### config.mk
export PLATFORM = sky130hd
export DESIGN_NAME = flash_pin_guard
export DESIGN_NICKNAME = d
export VERILOG_FILES = /design/src/rtl/flash_pin_guard.sv
export SDC_FILE = /design/constraint.sdc
export NUM_CORES = 1
export LEC_CHECK = 0
export ABC_CLOCK_PERIOD_IN_PS = 1400
export CORE_UTILIZATION = 45
export DETAILED_ROUTE_END_ITERATION = 10
export DONT_BUFFER_PORTS = 1
export PLACE_DENSITY = 0.63
export SYNTH_ARGS = -nofsm -noshare
export SYNTH_HDL_FRONTEND = slang
export SYNTH_SLANG_ARGS = --single-unit
### constraint.sdc
create_clock -name clk -period 1.4 [get_ports clk]
set_input_delay 0.07 -clock clk [delete_from_list [all_inputs] [get_ports clk]]
set_output_delay 0.07 -clock clk [all_outputs]
set_load 0.005 [all_outputs]
### src/rtl/flash_pin_guard.sv
module flash_pin_guard #(
  parameter int CNT_W = 8
) (
  input  logic             clk,
  input  logic             rst_n,
  input  logic             cs_n,
  input  logic             prot_pin,
  input  logic             aux_pin,
  input  logic             ded_rst_n,
  input  logic             ded_strap,
  input  logic             lock_bit,
  input  logic             quad_bit,
  input  logic             role_sel,
  input  logic             wr_done,
  output logic             wr_ok,
  output logic             hold_act,
  output logic             rst_act,
  output logic             dout_en,
  output logic [CNT_W-1:0] xfer_cnt
);

  logic aux_is_hold, aux_is_rst, hw_locked;

  assign aux_is_hold = !quad_bit && (ded_strap || !role_sel);
  assign aux_is_rst  = !quad_bit && !ded_strap && role_sel;
  assign hw_locked   = lock_bit && !quad_bit && !prot_pin;

  assign hold_act = aux_is_hold && !aux_pin && !cs_n;
  assign rst_act  = ded_strap ? !ded_rst_n : (aux_is_rst && !aux_pin);
  assign dout_en  = !cs_n && !hold_act && !rst_act;

  always_ff @(posedge clk or negedge rst_n) begin
    if (!rst_n)       wr_ok <= 1'b1;
    else if (wr_done) wr_ok <= !hw_locked;
  end

  always_ff @(posedge clk or negedge rst_n) begin
    if (!rst_n)                xfer_cnt <= '0;
    else if (cs_n || rst_act)  xfer_cnt <= '0;
    else if (!hold_act)        xfer_cnt <= xfer_cnt + 1'b1;
  end

  AST_LOCK_BLOCKS: assert property (@(posedge clk) disable iff (!rst_n)
    (wr_done && lock_bit && !quad_bit && !prot_pin) |=> !wr_ok);
  AST_UNLOCKED_WRITE: assert property (@(posedge clk) disable iff (!rst_n)
    (wr_done && !lock_bit) |=> wr_ok);
  AST_QUAD_FREES_PIN: assert property (@(posedge clk) disable iff (!rst_n)
    (wr_done && quad_bit) |=> wr_ok);
  AST_FLAG_LATCHED: assert property (@(posedge clk) disable iff (!rst_n)
    !wr_done |=> $stable(wr_ok));
  AST_HOLD_FREEZES: assert property (@(posedge clk) disable iff (!rst_n)
    (hold_act && !rst_act) |=> $stable(xfer_cnt));
  AST_DESELECT_CLEARS: assert property (@(posedge clk) disable iff (!rst_n)
    cs_n |=> (xfer_cnt == '0));

  always_comb begin
    if (rst_n && !ded_strap) begin
      AST_SHARED_ROLE_EXCL: assert (!(hold_act && rst_act));
    end
  end

endmodule

---- Word level (Yosys, flattened, before mapping) ----
Index checks and enable logic that the tools add are counted.
storage, ports and cells
  register bits after elaboration ......... 9
  input bits .............................. 11
  word-level logic and storage cells ...... 29
operators by class
  $add $sub $neg .......................... 1
  equal/unequal tests ..................... 1
  mux-type cells .......................... 3
  reductions and logical operators ........ 22
operator list
  cell                                           count
  two-way mux 8 bit                              2
  logical AND 1 bit                              10
  zero test 1 bit                                10
  adder 8 x 1 -> 8 bit, second input constant    1
  logical OR 1 bit                               2
  != test 2 x 1 -> 1 bit, second input constant  1
  two-way mux 1 bit                              1

---- Logic depth before layout (Yosys ltp) ----
Gate-level depths: netlist (run 1).
  depth in word-level cells ............... 8
  gate-level depth with buffers ........... 4
  gate-level depth less buffers ........... 4

---- Least setup slack after synthesis (run 1) ----
OpenSTA, ideal clock, no wires.
  path kind ............................... register to register
  start ................................... register xfer_cnt[2]
  end ..................................... register xfer_cnt[7]
  setup time .............................. 79 ps
  data arrival time ....................... 1,161 ps
  path slack .............................. 159 ps
  stages on the path, launching flop included .. 4
  path buffers ............................ 0
  cell sequence ........................... dfrtp_1 > nand3_1 > a2111oi_1 > mux2i_1
between the ends
  longest elaborated chain between the ends .. 3
ends and longest elaborated chain
  item                    RTL line  source
  from (decl)             19        output logic [CNT_W-1:0] xfer_cnt
  from (signal assigned)  40        else if (!hold_act) xfer_cnt <= xfer_cnt + 1'b1;
  adder 8 x 1 -> 8 bit    40
  two-way mux 8 bit       40
  two-way mux 8 bit       39        else if (cs_n || rst_act) xfer_cnt <= '0;
Every way passes these cells. The select of a mux whose other input is x is not followed.
A chain may end at the register's enable or synchronous reset.

---- Worst setup path after layout (run 1) ----
  start ................................... input cs_n
  end ..................................... register xfer_cnt[3]
between the ends
  longest elaborated chain between the ends .. 3
  elaborated cells between the ends (all ways) .. 5
  classes of those cells .................. eq/ne: 1; mux: 1; reduce/logical: 3
ends and longest elaborated chain
  item                                     RTL line  source
  from (decl)                              6         input logic cs_n,
  zero test 1 bit                          28        assign hold_act = aux_is_hold && !aux_pin && !cs_n;
  logical AND 1 bit                        28
  != test 2 x 1 -> 1 bit (no source line)  n/a
Parallel ways exist; a longest one is shown, timed or not.

==> results of run 1 <==
registers in the layout, indices dropped and copies added, names as in the netlist:
register	count
xfer_cnt	8
wr_ok	1
how the worst max path moves through the flow:
stage                startpoint     endpoint  slack, ps  cells after the start
finish                     cs_n  xfer_cnt[3]         60                      3
global route        xfer_cnt[3]  xfer_cnt[7]         20                      3
CTS                 xfer_cnt[3]  xfer_cnt[7]         20                      3
detailed placement  xfer_cnt[3]  xfer_cnt[7]         40                      3
global placement    xfer_cnt[3]  xfer_cnt[7]         90                      3
floorplan           xfer_cnt[2]  xfer_cnt[7]        160                      3
per-stage QoR:
stage	hold WS [ps]	std cells	power [mW]	worst slack (ps)
after global routing	15.7	81	0.590	18.4
after detailed placement	-225	74	0.338	40.2
after CTS	4.01	81	0.563	16.3
after global placement	-225	74	0.338	92.1
after floorplan	-226	61	0.328	159
final	15.8	81	0.562	56.8
layer usage:
metal | vias up | GRT usage
met5 | - | 0
met4 | 0 | 0.103
met3 | 2 | 0.0694
met2 | 18 | 0.379
met1 | 243 | 0.281
li1 | 251 | -
layout make-up:
cell class | instances | area, um2
clock buffers | 4 | 26.3
fillers | 99 | 493
inverters | 1 | 3.75
multi-input cells | 47 | 367
flip-flops and latches | 9 | 226
well taps | 14 | 17.5
repair buffers | 6 | 52.6
report_power, final:
| part | switching [mW] | internal, mW |
|---|---|---|
| combinational | 0.0428 | 0.0343 |
| clock | 0.101 | 0.110 |
| sequential | 0.00667 | 0.268 |
| total | 0.150 | 0.412 |
synthesized netlist by cell type, types with 2 or more instances:
master	number
sky130_fd_sc_hd__a211oi_1	3
sky130_fd_sc_hd__a21oi_1	3
sky130_fd_sc_hd__buf_2	2
sky130_fd_sc_hd__dfrtp_1	8
sky130_fd_sc_hd__mux2i_1	5
sky130_fd_sc_hd__nand2_1	6
sky130_fd_sc_hd__nand2b_1	2
sky130_fd_sc_hd__nand3_1	2
sky130_fd_sc_hd__nand4b_1	5
sky130_fd_sc_hd__nor2_1	2
sky130_fd_sc_hd__nor3_1	2
sky130_fd_sc_hd__nor3b_1	2
sky130_fd_sc_hd__or4b_1	5
logic make-up (layout without fill, tap and decap cells):
| family | count (synthesis) | after routing |
|---|---|---|
| muxes | 5 | 5 |
| adders and majority gates | 1 | 1 |
| buffers and inverters | 5 | 11 |
| AOI/OAI and AO/OA | 11 | 11 |
| DFF | 9 | 9 |
| and+or+nand+nor | 30 | 30 |
timing repair:
| action | 4_1_cts | 5_1_grt |
|---|---|---|
| gates resized for setup | 0 | 3 |
| buffers inserted | 0 | 0 |
| hold endpoints to repair | 16 | 0 |
| setup endpoints to repair | 0 | 3 |
| hold buffers | 3 | 0 |
==> impl_results.md, run 1 <==
* Met1 WL at around 670 um
* Number of hold violations in the final report at 0
* Upper clock frequency limit at roughly 740 MHz
* Dominant combinational cell family by area after synthesis: simple AND/OR/NAND/NOR gates
* Proportion of synthesized chip area in sequential cells at 0.373
* Net Count, Synth at 73
* Number of primary I/O pins at 23
* Internal reg-to-reg setup slack at around 80 ps
* Startpoint kind of the worst setup timing path: primary input
* Vias in the first global route at ~510
* Worst setup EP type: register
* Most area-consuming cells after synthesis: sky130_fd_sc_hd__dfrtp_1 33%, sky130_fd_sc_hd__mux2i_1 8.2%, sky130_fd_sc_hd__or4b_1 8.2%
* Max Transition Viols Final at 0
* Final setup TNS at 0 ps
* Final setup violation count at 0
* Number of remaining DRC errors at 0
* Area share of fa/ha/maj cells after synthesis at 0.0206
* Synth Warn # at 0
* Routed met3 length at 65 um
* Pre-antenna DRT Iters at 4
* Number of distinct library cells after synthesis at 27
* Root buffer selected by CTS: sky130_fd_sc_hd__clkbuf_4
* Number of flops mapped to enable cells by yosys at 0
* Synthesized instance count at 61
* Static Leakage at 0.281 nW
* Number of port buffers at 0
* Area growth, synth to finish at 14.2%
* Top sig layer: met4
* Worst EP required at about 1600 ps
* Worst slew margin at 0.717
* Combined area of all synthesized cells at 607 um2
* Initial DRC Count at 16
* Wire length on met2 at ~740 um
* Worst min-delay path endpoint: wr_ok
* Maximum fanout along the worst path at 10
* Final period demand of the worst path at 1340 ps
* Gate family responsible for the most delay along the worst path: buffers and inverters
* Via total after detailed routing at 514
* Number of buffers on the longest clock path at 2
* Leading register cell type out of synthesis: sky130_fd_sc_hd__dfrtp_1
* Final standard cell area without fillers at 693 um2
* Worst Hold Depth at 2
* Later-pin clock latency in the skew report at 260 ps
* Outcome: finished clean
* Share of flip-flops with an asynchronous set or reset after synthesis at 1.00
* Y dimension of the die at 38.7 um
* Number of buffers created by CTS at 3
* Critical R2R Launch: xfer_cnt[3]
* Yosys reg bits at 9
* Most frequent cells in the layout: 8 x sky130_fd_sc_hd__dfrtp_1, 6 x sky130_fd_sc_hd__nand2_1, 5 x sky130_fd_sc_hd__nand4b_1, 5 x sky130_fd_sc_hd__or4b_1, 5 x sky130_fd_sc_hd__mux2i_1
* Slew @ Worst Pin at between 400 and 500 ps
* Final period util at 0.959
* Starting density of the core at 0.512
* Power density relative to cell area at between 800 and 900 nW/um2
* Multiplexer area fraction after synthesis at 0.0825
* Portion of synthesized cell area occupied by the leading cell type at 0.330
* Row cnt at 12
* Mean instance size in the synthesized netlist at 9.95 um2
* XOR/XNOR Fraction of Synth Area at 0
* RSZ-0062 raised after global routing: no
* Max-cap violations at 0
* Clock skew at just over 6 ps
* Compound-Gate Fraction of Synth Area at 0.138
* Horiz. Die Dim at 38.7 um
* Wire length of the first global-routing pass at 2.30 mm
* Cell-by-cell trace of the critical path: dlygate4sd3_1 > or4b_1 > mux2i_1
* Worst Setup Path Type: in -> reg
* Routed wirelength normalized by instance count at 18.4 um
* CTS tree: built
* Critical hold path startpoint: quad_bit
* Leading cell type in the layout, fill and taps excluded: sky130_fd_sc_hd__dfrtp_1
* Number of antenna diodes at 0
* Worst path max stage delay at 650 ps
* Maximum number of pins on one net before global-route repair at 13
* Antenna Nets Post-Route at 0
* Total congestion overflow after global routing at 0
* Data arrival time of the critical path at 1510 ps
* Dominant cell type by area after synthesis: sky130_fd_sc_hd__dfrtp_1
* Clk slew on worst S/H paths at 60 ps
* Routability cong. at between 0.7 and 0.8
* Share of synthesized cell area in and, or, nand and nor gates at 0.338
* Worst path buffer plus inverter count at 1
* Sink Count at 9
* Share of the core filled with cells in the final layout at 0.584
* Initial antenna violation count at 0
* Global router's overall resource usage at 0.234
* Die area at 1500 um2
* Hold WC Path Type: in -> reg
* Slowest library cell on the worst path: sky130_fd_sc_hd__dlygate4sd3_1
* Share of post-route cells with drive strength above 1 at 0.179
* H-Tree Level Count at 1
* Critical R2R Capture: xfer_cnt[7]
* Cell Area, Placed at around 620 um2
* VDD IR max at 0.634 mV
* Area of the placeable core at about 1200 um2
* Post-layout nets at 80
* Vias/cell at 6.35
* Cells on worst reg2reg path at 3
* Post-Route WL at approximately 1.5 mm
No activity file was read; power rests on OpenSTA's default activity.
==> run 2, diff against run 1 <==
--- a/config.mk
+++ b/config.mk
@@ -5,11 +5,13 @@
 export SDC_FILE = /design/constraint.sdc
 export NUM_CORES = 1
 export LEC_CHECK = 0
+export ABC_AREA = 1
 export ABC_CLOCK_PERIOD_IN_PS = 1400
-export CORE_UTILIZATION = 45
+export CORE_AREA = 2 2 39 41
 export DETAILED_ROUTE_END_ITERATION = 10
+export DIE_AREA = 0 0 41 43
 export DONT_BUFFER_PORTS = 1
-export PLACE_DENSITY = 0.63
+export PLACE_DENSITY = 0.6
 export SYNTH_ARGS = -nofsm -noshare
 export SYNTH_HDL_FRONTEND = slang
 export SYNTH_SLANG_ARGS = --single-unit
==> impl_results.md, run 2 <==
* Y dimension of the die at 43 um (was 38.7 um)
* Synth Warn # at 0 (unchanged)
* Maximum number of pins on one net before global-route repair at 10 (was 13)
* Post-Route WL at 1.23 mm (was 1.49 mm)
* Hold WC Path Type: in -> reg (unchanged)
* Number of remaining DRC errors at 0 (unchanged)
* Area of the placeable core at 1380 um2 (was 1190 um2)
* Share of post-route cells with drive strength above 1 at 0.148 (was 0.179)
* Startpoint kind of the worst setup timing path: register (was primary input)
* Power density relative to cell area at 818 nW/um2 (was 811 nW/um2)
* Dominant cell type by area after synthesis: sky130_fd_sc_hd__dfrtp_1 (unchanged)
* Antenna Nets Post-Route at 0 (unchanged)
* RSZ-0062 raised after global routing: no (unchanged)
* Number of port buffers at 0 (unchanged)
* Die area at 1760 um2 (was 1500 um2)
* Top register by number of flip-flops: xfer_cnt (unchanged)
* Flip-flop count of the largest register after layout at 8 (unchanged)
* Max-cap violations at 0 (unchanged)
* Upper clock frequency limit at 847 MHz (was 744 MHz)
* CTS tree: built (unchanged)
* Largest registers: xfer_cnt (8), wr_ok (1) (unchanged)
* Data arrival time of the critical path at 1370 ps (was 1510 ps)
* Initial antenna violation count at 0 (unchanged)
* Sw frac at 0.256 (was 0.267)
* Global router's overall resource usage at 0.157 (was 0.234)
* Via total after detailed routing at 518 (was 514)
* Number of antenna diodes at 0 (unchanged)
* Number of hold violations in the final report at 0 (unchanged)
* Slew @ Worst Pin at 405 ps (was 423 ps)
* Number of flops mapped to enable cells by yosys at 0 (unchanged)
* Number of buffers created by CTS at 3 (unchanged)
* Maximum fanout along the worst path at 4 (was 10)
* Overall power at 546 uW (was 562 uW)
* Most frequent cells in the layout: 21 x sky130_fd_sc_hd__nand2_1, 12 x sky130_fd_sc_hd__nor2_1, 11 x sky130_fd_sc_hd__inv_1, 8 x sky130_fd_sc_hd__dfrtp_1, 6 x sky130_fd_sc_hd__dlygate4sd3_1 (was 8 x sky130_fd_sc_hd__dfrtp_1, 6 x sky130_fd_sc_hd__nand2_1, 5 x sky130_fd_sc_hd__nand4b_1, 5 x sky130_fd_sc_hd__or4b_1, 5 x sky130_fd_sc_hd__mux2i_1)
* Worst EP required at 1590 ps (was 1570 ps)
* Top cell by count, worst path: sky130_fd_sc_hd__nand2_1
* Leading register cell type out of synthesis: sky130_fd_sc_hd__dfrtp_1 (unchanged)
* Static Leakage at 0.303 nW (was 0.281 nW)
* Number of primary I/O pins at 23 (unchanged)
* Pre-antenna DRT Iters at 4 (unchanged)
* Gate family responsible for the most delay along the worst path: simple AND/OR/NAND/NOR gates (was buffers and inverters)
* Yosys reg bits at 9 (unchanged)
* Number of instances resized during post-cts repair at 0 (unchanged)
* Mean instance size in the synthesized netlist at 7.20 um2 (was 9.95 um2)
* Root buffer selected by CTS: sky130_fd_sc_hd__clkbuf_4 (unchanged)
* Vias in the first global route at 476 (was 506)
* Routed wirelength normalized by instance count at 11.8 um (was 18.4 um)
* Worst path max stage delay at 410 ps (was 650 ps)
* Net Count, Synth at 90 (was 73)
* Sink Count at 9 (unchanged)
* Cell-by-cell trace of the critical path: ha_1 > nand2_1 > nor2_1 > nand3_2 > nand2_1 > nand2_1 > nor2_1 (was dlygate4sd3_1 > or4b_1 > mux2i_1)
* Cells on worst reg2reg path at 7 (was 3)
* Outcome: finished clean (unchanged)
* Max Transition Viols Final at 0 (unchanged)
* Clock skew at 0.177 ps (was 6.15 ps)
* VDD IR max at 0.412 mV (was 0.634 mV)
* Power share of the combinational group at 0.131 (was 0.137)
* Clock share of power at 0.364 (was 0.375)
* Area growth, synth to finish at 18.9% (was 14.2%)
* Starting density of the core at 0.406 (was 0.512)
* Critical R2R Capture: xfer_cnt[6] (was xfer_cnt[7])
* Cell with the most instances after synthesis: sky130_fd_sc_hd__nand2_1 (was sky130_fd_sc_hd__dfrtp_1)
* Row cnt at 14 (was 12)
* Sequential cell fraction of total power at 0.505 (was 0.488)
* Worst setup EP type: register (unchanged)
* Proportion of synthesized chip area in sequential cells at 0.403 (was 0.373)
* Portion of synthesized cell area occupied by the leading cell type at 0.356 (was 0.330)
* Vias/cell at 4.98 (was 6.35)
* Share of flip-flops with an asynchronous set or reset after synthesis at 1.00 (unchanged)
* Total congestion overflow after global routing at 0 (unchanged)
* Later-pin clock latency in the skew report at 260 ps (about the same)
* Combined area of all synthesized cells at 562 um2 (was 607 um2)
* Post-layout nets at 101 (was 80)
* Post-CTS repair timing setup buffer count at 0 (unchanged)
* Leading cell type in the layout, fill and taps excluded: sky130_fd_sc_hd__nand2_1 (was sky130_fd_sc_hd__dfrtp_1)
* Final setup TNS at 0 ps (unchanged)
* HPWL Detailed at 913 um
* Routability cong. at 0.685 (was 0.772)
* Worst min-delay path endpoint: xfer_cnt[1] (was wr_ok)
* Worst path buffer plus inverter count at 0 (was 1)
* Initial DRC Count at 13 (was 16)
* Worst Hold Depth at 5 (was 2)
* Critical hold path startpoint: cs_n (was quad_bit)
* Worst slew margin at 0.729 (was 0.717)
* Synthesized instance count at 78 (was 61)
* Final period util at 0.843 (was 0.959)
* Clk slew on worst S/H paths at 60 ps (about the same)
* Slowest library cell on the worst path: sky130_fd_sc_hd__dfrtp_1 (was sky130_fd_sc_hd__dlygate4sd3_1)
* Internal power contribution at 407 uW (was 412 uW)
* Number of distinct library cells after synthesis at 18 (was 27)
* Final period demand of the worst path at 1180 ps (was 1340 ps)
* Wire length of the first global-routing pass at 1.83 mm (was 2.30 mm)
* Total net switching power at 140 uW (was 150 uW)
* Internal reg-to-reg setup slack at 220 ps (was 80 ps)
* Most area-consuming cells after synthesis: sky130_fd_sc_hd__dfrtp_1 36%, sky130_fd_sc_hd__nand2_1 14%, sky130_fd_sc_hd__nor2_1 8.0% (was sky130_fd_sc_hd__dfrtp_1 33%, sky130_fd_sc_hd__mux2i_1 8.2%, sky130_fd_sc_hd__or4b_1 8.2%)
* Final setup violation count at 0 (unchanged)
* Worst Setup Path Type: reg -> reg (was in -> reg)
* Horiz. Die Dim at 41 um (was 38.7 um)
* Most numerous cell types in the synthesized netlist: 21 x sky130_fd_sc_hd__nand2_1, 12 x sky130_fd_sc_hd__nor2_1, 11 x sky130_fd_sc_hd__inv_1, 8 x sky130_fd_sc_hd__dfrtp_1, 5 x sky130_fd_sc_hd__nand3_1 (was 8 x sky130_fd_sc_hd__dfrtp_1, 6 x sky130_fd_sc_hd__nand2_1, 5 x sky130_fd_sc_hd__mux2i_1, 5 x sky130_fd_sc_hd__nand4b_1, 5 x sky130_fd_sc_hd__or4b_1)
* Critical R2R Launch: xfer_cnt[1] (was xfer_cnt[3])
* Number of buffers on the longest clock path at 2 (unchanged)
* H-Tree Level Count at 1 (unchanged)
run 2: cell count changes in the layout (fill, tap and decap cells not counted), moves of 5 or more:
cell                       delta
sky130_fd_sc_hd__inv_1       +10
sky130_fd_sc_hd__mux2i_1      -5
sky130_fd_sc_hd__nand2_1     +15
sky130_fd_sc_hd__nand4b_1     -5
sky130_fd_sc_hd__nor2_1      +10
sky130_fd_sc_hd__or4b_1       -5
run 2: what timing repair did:
action	in CTS	in global routing
endpoints found under the hold margin	17	1
endpoints found under the setup margin	0	1
hold buffers	4	3
run 2: cells by family (layout without fill, tap and decap cells):
group | Yosys count | after routing | share of synthesized area
AO/OA/AOI/OAI | 6 | 6 | 0.0601
adder cells (fa/ha/maj) | 1 | 1 | 0.0223
buffers and inverters | 12 | 22 | 0.0802
flip-flops | 9 | 9 | 0.403
AND/OR/NAND/NOR | 50 | 50 | 0.434
run 2: area by class of cell:
class                      instances  area (um2)
fill                             142         716
multi-input combinational         57         290
sequential                         9         226
timing repair buffer               6        60.1
inverter                          12        45.0
clock buffer                       4        26.3
tap                               16        20.0
run 2: worst reg2reg max path, delay by kind of cell, from the launching register on:
kind / cells / cell delay, ps
adders and majority gates: 1 / 190
and+or+nand+nor: 6 / 530
DFF: 1 / 410
run 2: worst max-delay path by stage:
stage	start	end	slack (ps)	cells after the start
after floorplan	xfer_cnt[1]	xfer_cnt[6]	330	6
after global placement	xfer_cnt[1]	xfer_cnt[6]	270	6
after detailed placement	xfer_cnt[1]	xfer_cnt[6]	230	7
after CTS	wr_ok	wr_ok	50	3
after global routing	xfer_cnt[1]	xfer_cnt[6]	90	7
final	xfer_cnt[1]	xfer_cnt[6]	220	7
run 2: routing by layer:
metal,routed length (um),GRT usage
met1,505,0.161
met5,0,0
met4,10,0.0667
met3,114,0.0995
met2,600,0.241
run 2: power by group through the flow:
stage,Combinational [mW],Clock [mW],Sequential (mW)
after global placement,0.0511,0,0.281
after global routing,0.0807,0.218,0.277
after detailed placement,0.0513,0,0.281
after CTS,0.0671,0.205,0.276
final,0.0714,0.199,0.276
after floorplan,0.0432,0,0.279
run 2: stage by stage:
stage	worst slack (ps)	std cells	hold slack, ps	util	cell area, um2
3_5_place_dp	229	94	-225	0.420	582
2_1_floorplan	334	78	-226	-	562
3_3_place_gp	266	94	-225	0.420	582
4_1_cts	48.4	102	86.6	0.468	648
5_1_grt	86.5	104	118	0.483	668
6_report	220	104	90.8	0.483	668
==> run 3, diff against run 2 <==
--- a/config.mk
+++ b/config.mk
@@ -6,12 +6,12 @@
 export NUM_CORES = 1
 export LEC_CHECK = 0
 export ABC_AREA = 1
-export ABC_CLOCK_PERIOD_IN_PS = 1400
+export ABC_CLOCK_PERIOD_IN_PS = 1000
 export CORE_AREA = 2 2 39 41
 export DETAILED_ROUTE_END_ITERATION = 10
 export DIE_AREA = 0 0 41 43
 export DONT_BUFFER_PORTS = 1
-export PLACE_DENSITY = 0.6
+export PLACE_DENSITY = 0.62
 export SYNTH_ARGS = -nofsm -noshare
 export SYNTH_HDL_FRONTEND = slang
 export SYNTH_SLANG_ARGS = --single-unit
==> constraint.sdc (replaced) <==
create_clock -name clk -period 1 [get_ports clk]
set_input_delay 0.05 -clock clk [delete_from_list [all_inputs] [get_ports clk]]
set_output_delay 0.05 -clock clk [all_outputs]
set_load 0.005 [all_outputs]
==> impl_results.md, run 3 (same netlist as run 2, synthesis figures left out) <==
* Share of post-route cells with drive strength above 1 at 0.306 (was 0.148)
* Routed wirelength normalized by instance count at 11.7 um (was 11.8 um)
* Max-cap violations at 0 (unchanged)
* Worst path max stage delay at 380 ps (was 410 ps)
* Horiz. Die Dim at 41 um (unchanged)
* Number of buffers on the longest clock path at 2 (unchanged)
* Share of the core filled with cells in the final layout at 0.559 (was 0.483)
* Slew @ Worst Pin at 435 ps (was 405 ps)
* Antenna Nets Post-Route at 0 (unchanged)
* Post-layout nets at 111 (was 101)
* Critical R2R Capture: xfer_cnt[6] (unchanged)
* Die area at 1760 um2 (unchanged)
* Number of buffers created by CTS at 3 (unchanged)
* Hold WC Path Type: in -> reg (unchanged)
* Cells on worst reg2reg path at 7 (unchanged)
* Startpoint kind of the worst setup timing path: register (unchanged)
* Sink Count at 9 (unchanged)
* VDD IR max at 0.747 mV (was 0.412 mV)
* Flip-flop count of the largest register after layout at 8 (unchanged)
* Initial DRC Count at 6 (was 13)
* Post-Route WL at 1.33 mm (was 1.23 mm)
* Worst Setup Path Type: reg -> reg (unchanged)
* RSZ-0062 raised after global routing: yes (was no)
* Via total after detailed routing at 562 (was 518)
* Final period util at 1.07 (was 0.843)
* Pre-antenna DRT Iters at 2 (was 4)
* Static Leakage at 0.355 nW (was 0.303 nW)
* Row cnt at 14 (unchanged)
* Later-pin clock latency in the skew report at 270 ps (was 260 ps)
* Wire length of the first global-routing pass at 2.09 mm (was 1.83 mm)
* Outcome: complete, but fails checks (was finished clean)
* Max Transition Viols Final at 0 (unchanged)
* Initial antenna violation count at 0 (unchanged)
* Number of placed instances with taps included at 104 (was 94)
* Worst Hold Depth at 5 (unchanged)
* Global router's overall resource usage at 0.181 (was 0.157)
* Starting density of the core at 0.406 (unchanged)
* Number of port buffers at 0 (unchanged)
* Root buffer selected by CTS: sky130_fd_sc_hd__clkbuf_4 (unchanged)
* Upper clock frequency limit at 933 MHz (was 847 MHz)
* Routability cong. at 0.779 (was 0.685)
* Clk slew on worst S/H paths at 60 ps (about the same)
* Worst slew margin at 0.709 (was 0.729)
* Post-CTS repair timing setup buffer count at 0 (unchanged)
* Clock skew at 5.61 ps (was 0.177 ps)
* Internal reg-to-reg setup slack at -70 ps (was 220 ps)
* Leading cell type in the layout, fill and taps excluded: sky130_fd_sc_hd__nand2_1 (unchanged)
* Critical hold path startpoint: cs_n (unchanged)
* Number of antenna diodes at 0 (unchanged)
* H-Tree Level Count at 1 (unchanged)
* Top register by number of flip-flops: xfer_cnt (unchanged)
* Final period demand of the worst path at 1070 ps (was 1180 ps)
* Worst setup EP type: register (unchanged)
* Number of hold violations in the final report at 0 (unchanged)
* Worst min-delay path endpoint: xfer_cnt[1] (unchanged)
* Worst slack at placement at -81.3 ps (was 229 ps)
* Worst EP required at 1200 ps (was 1590 ps)
* Maximum number of pins on one net before global-route repair at 10 (unchanged)
* Number of fill cells in the layout at 137 (was 142)
* Data arrival time of the critical path at 1270 ps (was 1370 ps)
* Top cell by count, worst path: sky130_fd_sc_hd__nand2_1 (unchanged)
* Vias in the first global route at 533 (was 476)
* Worst path buffer plus inverter count at 0 (unchanged)
* Largest registers: xfer_cnt (8), wr_ok (1) (unchanged)
* Most frequent cells in the layout: 19 x sky130_fd_sc_hd__nand2_1, 11 x sky130_fd_sc_hd__inv_1, 10 x sky130_fd_sc_hd__buf_4, 9 x sky130_fd_sc_hd__nor2_1, 8 x sky130_fd_sc_hd__dfrtp_1 (was 21 x sky130_fd_sc_hd__nand2_1, 12 x sky130_fd_sc_hd__nor2_1, 11 x sky130_fd_sc_hd__inv_1, 8 x sky130_fd_sc_hd__dfrtp_1, 6 x sky130_fd_sc_hd__dlygate4sd3_1)
* Critical R2R Launch: xfer_cnt[1] (unchanged)
* Final setup TNS at -163 ps (was 0 ps)
* Slack of the critical path at -72.3 ps (was 220 ps)
* Vias/cell at 4.93 (was 4.98)
* Gate family responsible for the most delay along the worst path: simple AND/OR/NAND/NOR gates (unchanged)
* Number of remaining DRC errors at 0 (unchanged)
* CTS tree: built (unchanged)
* Total congestion overflow after global routing at 0 (unchanged)
* Final setup violation count at 4 (was 0)
* Slowest library cell on the worst path: sky130_fd_sc_hd__dfrtp_1 (unchanged)
* Worst hold-check slack at 56.2 ps (was 90.8 ps)
* Final standard cell area without fillers at 773 um2 (was 668 um2)
* Violated checks: negative setup slack
* Final Non-Filler Cells at 114 (was 104)
* Area used by multi-input combinational logic at 320 um2 (was 290 um2)
* Maximum fanout along the worst path at 3 (was 4)
* HPWL Detailed at 987 um (was 913 um)
* Area growth, synth to finish at 37.6% (was 18.9%)
* Y dimension of the die at 43 um (unchanged)
* Number of primary I/O pins at 23 (unchanged)
* Sequential cell area at 226 um2 (unchanged)
* Cell Area, Placed at 659 um2 (was 582 um2)
* Overall power at 799 uW (was 546 uW)
* Cell-by-cell trace of the critical path: ha_2 > nand2_2 > nor2_4 > nand3_2 > nand2_1 > nand2_1 > nor2_1 (was ha_1 > nand2_1 > nor2_1 > nand3_2 > nand2_1 > nand2_1 > nor2_1)
* Area of the placeable core at 1380 um2 (unchanged)
* Power density relative to cell area at 1030 nW/um2 (was 818 nW/um2)
==> run 3: changes by cell type in the layout (fill, tap and decap cells not counted), moves of 2 or more <==
cell,previous run,this run
sky130_fd_sc_hd__buf_4,0,10
sky130_fd_sc_hd__nand2_1,21,19
sky130_fd_sc_hd__nor2_1,12,9
sky130_fd_sc_hd__nand2_2,2,4
sky130_fd_sc_hd__nor2_4,3,5
==> run 3: area by class of cell <==
| type | instances | area share |
|---|---|---|
| tap | 16 | 0.0259 |
| timing repair buffer | 16 | 0.175 |
| clock buffer | 4 | 0.0340 |
| inverter | 12 | 0.0583 |
| multi-input combinational | 57 | 0.414 |
| sequential | 9 | 0.293 |
==> run 3: what timing repair did <==
action / 4_1_cts / 5_1_grt
pin swaps: 1 / 4
endpoints found under the setup margin: 4 / 8
hold buffers: 6 / 0
gates resized for setup: 3 / 5
hold endpoints to repair: 17 / 0
==> run 3: metal layers <==
layer / up-vias / track usage / part of all wire
met5: - / 0 / 0
li1: 287 / - / -
met3: 2 / 0.105 / 0.068
met1: 253 / 0.187 / 0.42
met2: 20 / 0.291 / 0.51
met4: 0 / 0.0600 / 0.0090
==> run 3: power by group <==
part | internal (mW) | total, mW | leakage (nW) | switching (mW)
Combinational | 0.0574 | 0.127 | 0.219 | 0.0701
Clock | 0.154 | 0.288 | 0.0150 | 0.134
Sequential | 0.376 | 0.384 | 0.121 | 0.00794
==> run 3: how the worst max path moves through the flow <==
stage | endpoint | slack (ps) | cells past startpoint | startpoint
4_1_cts | xfer_cnt[6] | -80 | 7 | xfer_cnt[1]
3_3_place_gp | xfer_cnt[6] | -40 | 6 | xfer_cnt[1]
2_1_floorplan | xfer_cnt[6] | -40 | 6 | xfer_cnt[1]
6_report | xfer_cnt[6] | -70 | 7 | xfer_cnt[1]
5_1_grt | xfer_cnt[6] | -170 | 7 | xfer_cnt[1]
3_5_place_dp | xfer_cnt[6] | -80 | 7 | xfer_cnt[1]
==> run 3: tightest hold or removal path, cell delays in order <==
cell,delay (ps)
sky130_fd_sc_hd__inv_2,30
sky130_fd_sc_hd__nand2_1,60
sky130_fd_sc_hd__nor2_2,60
sky130_fd_sc_hd__nand2_1,50
sky130_fd_sc_hd__nand2_1,40
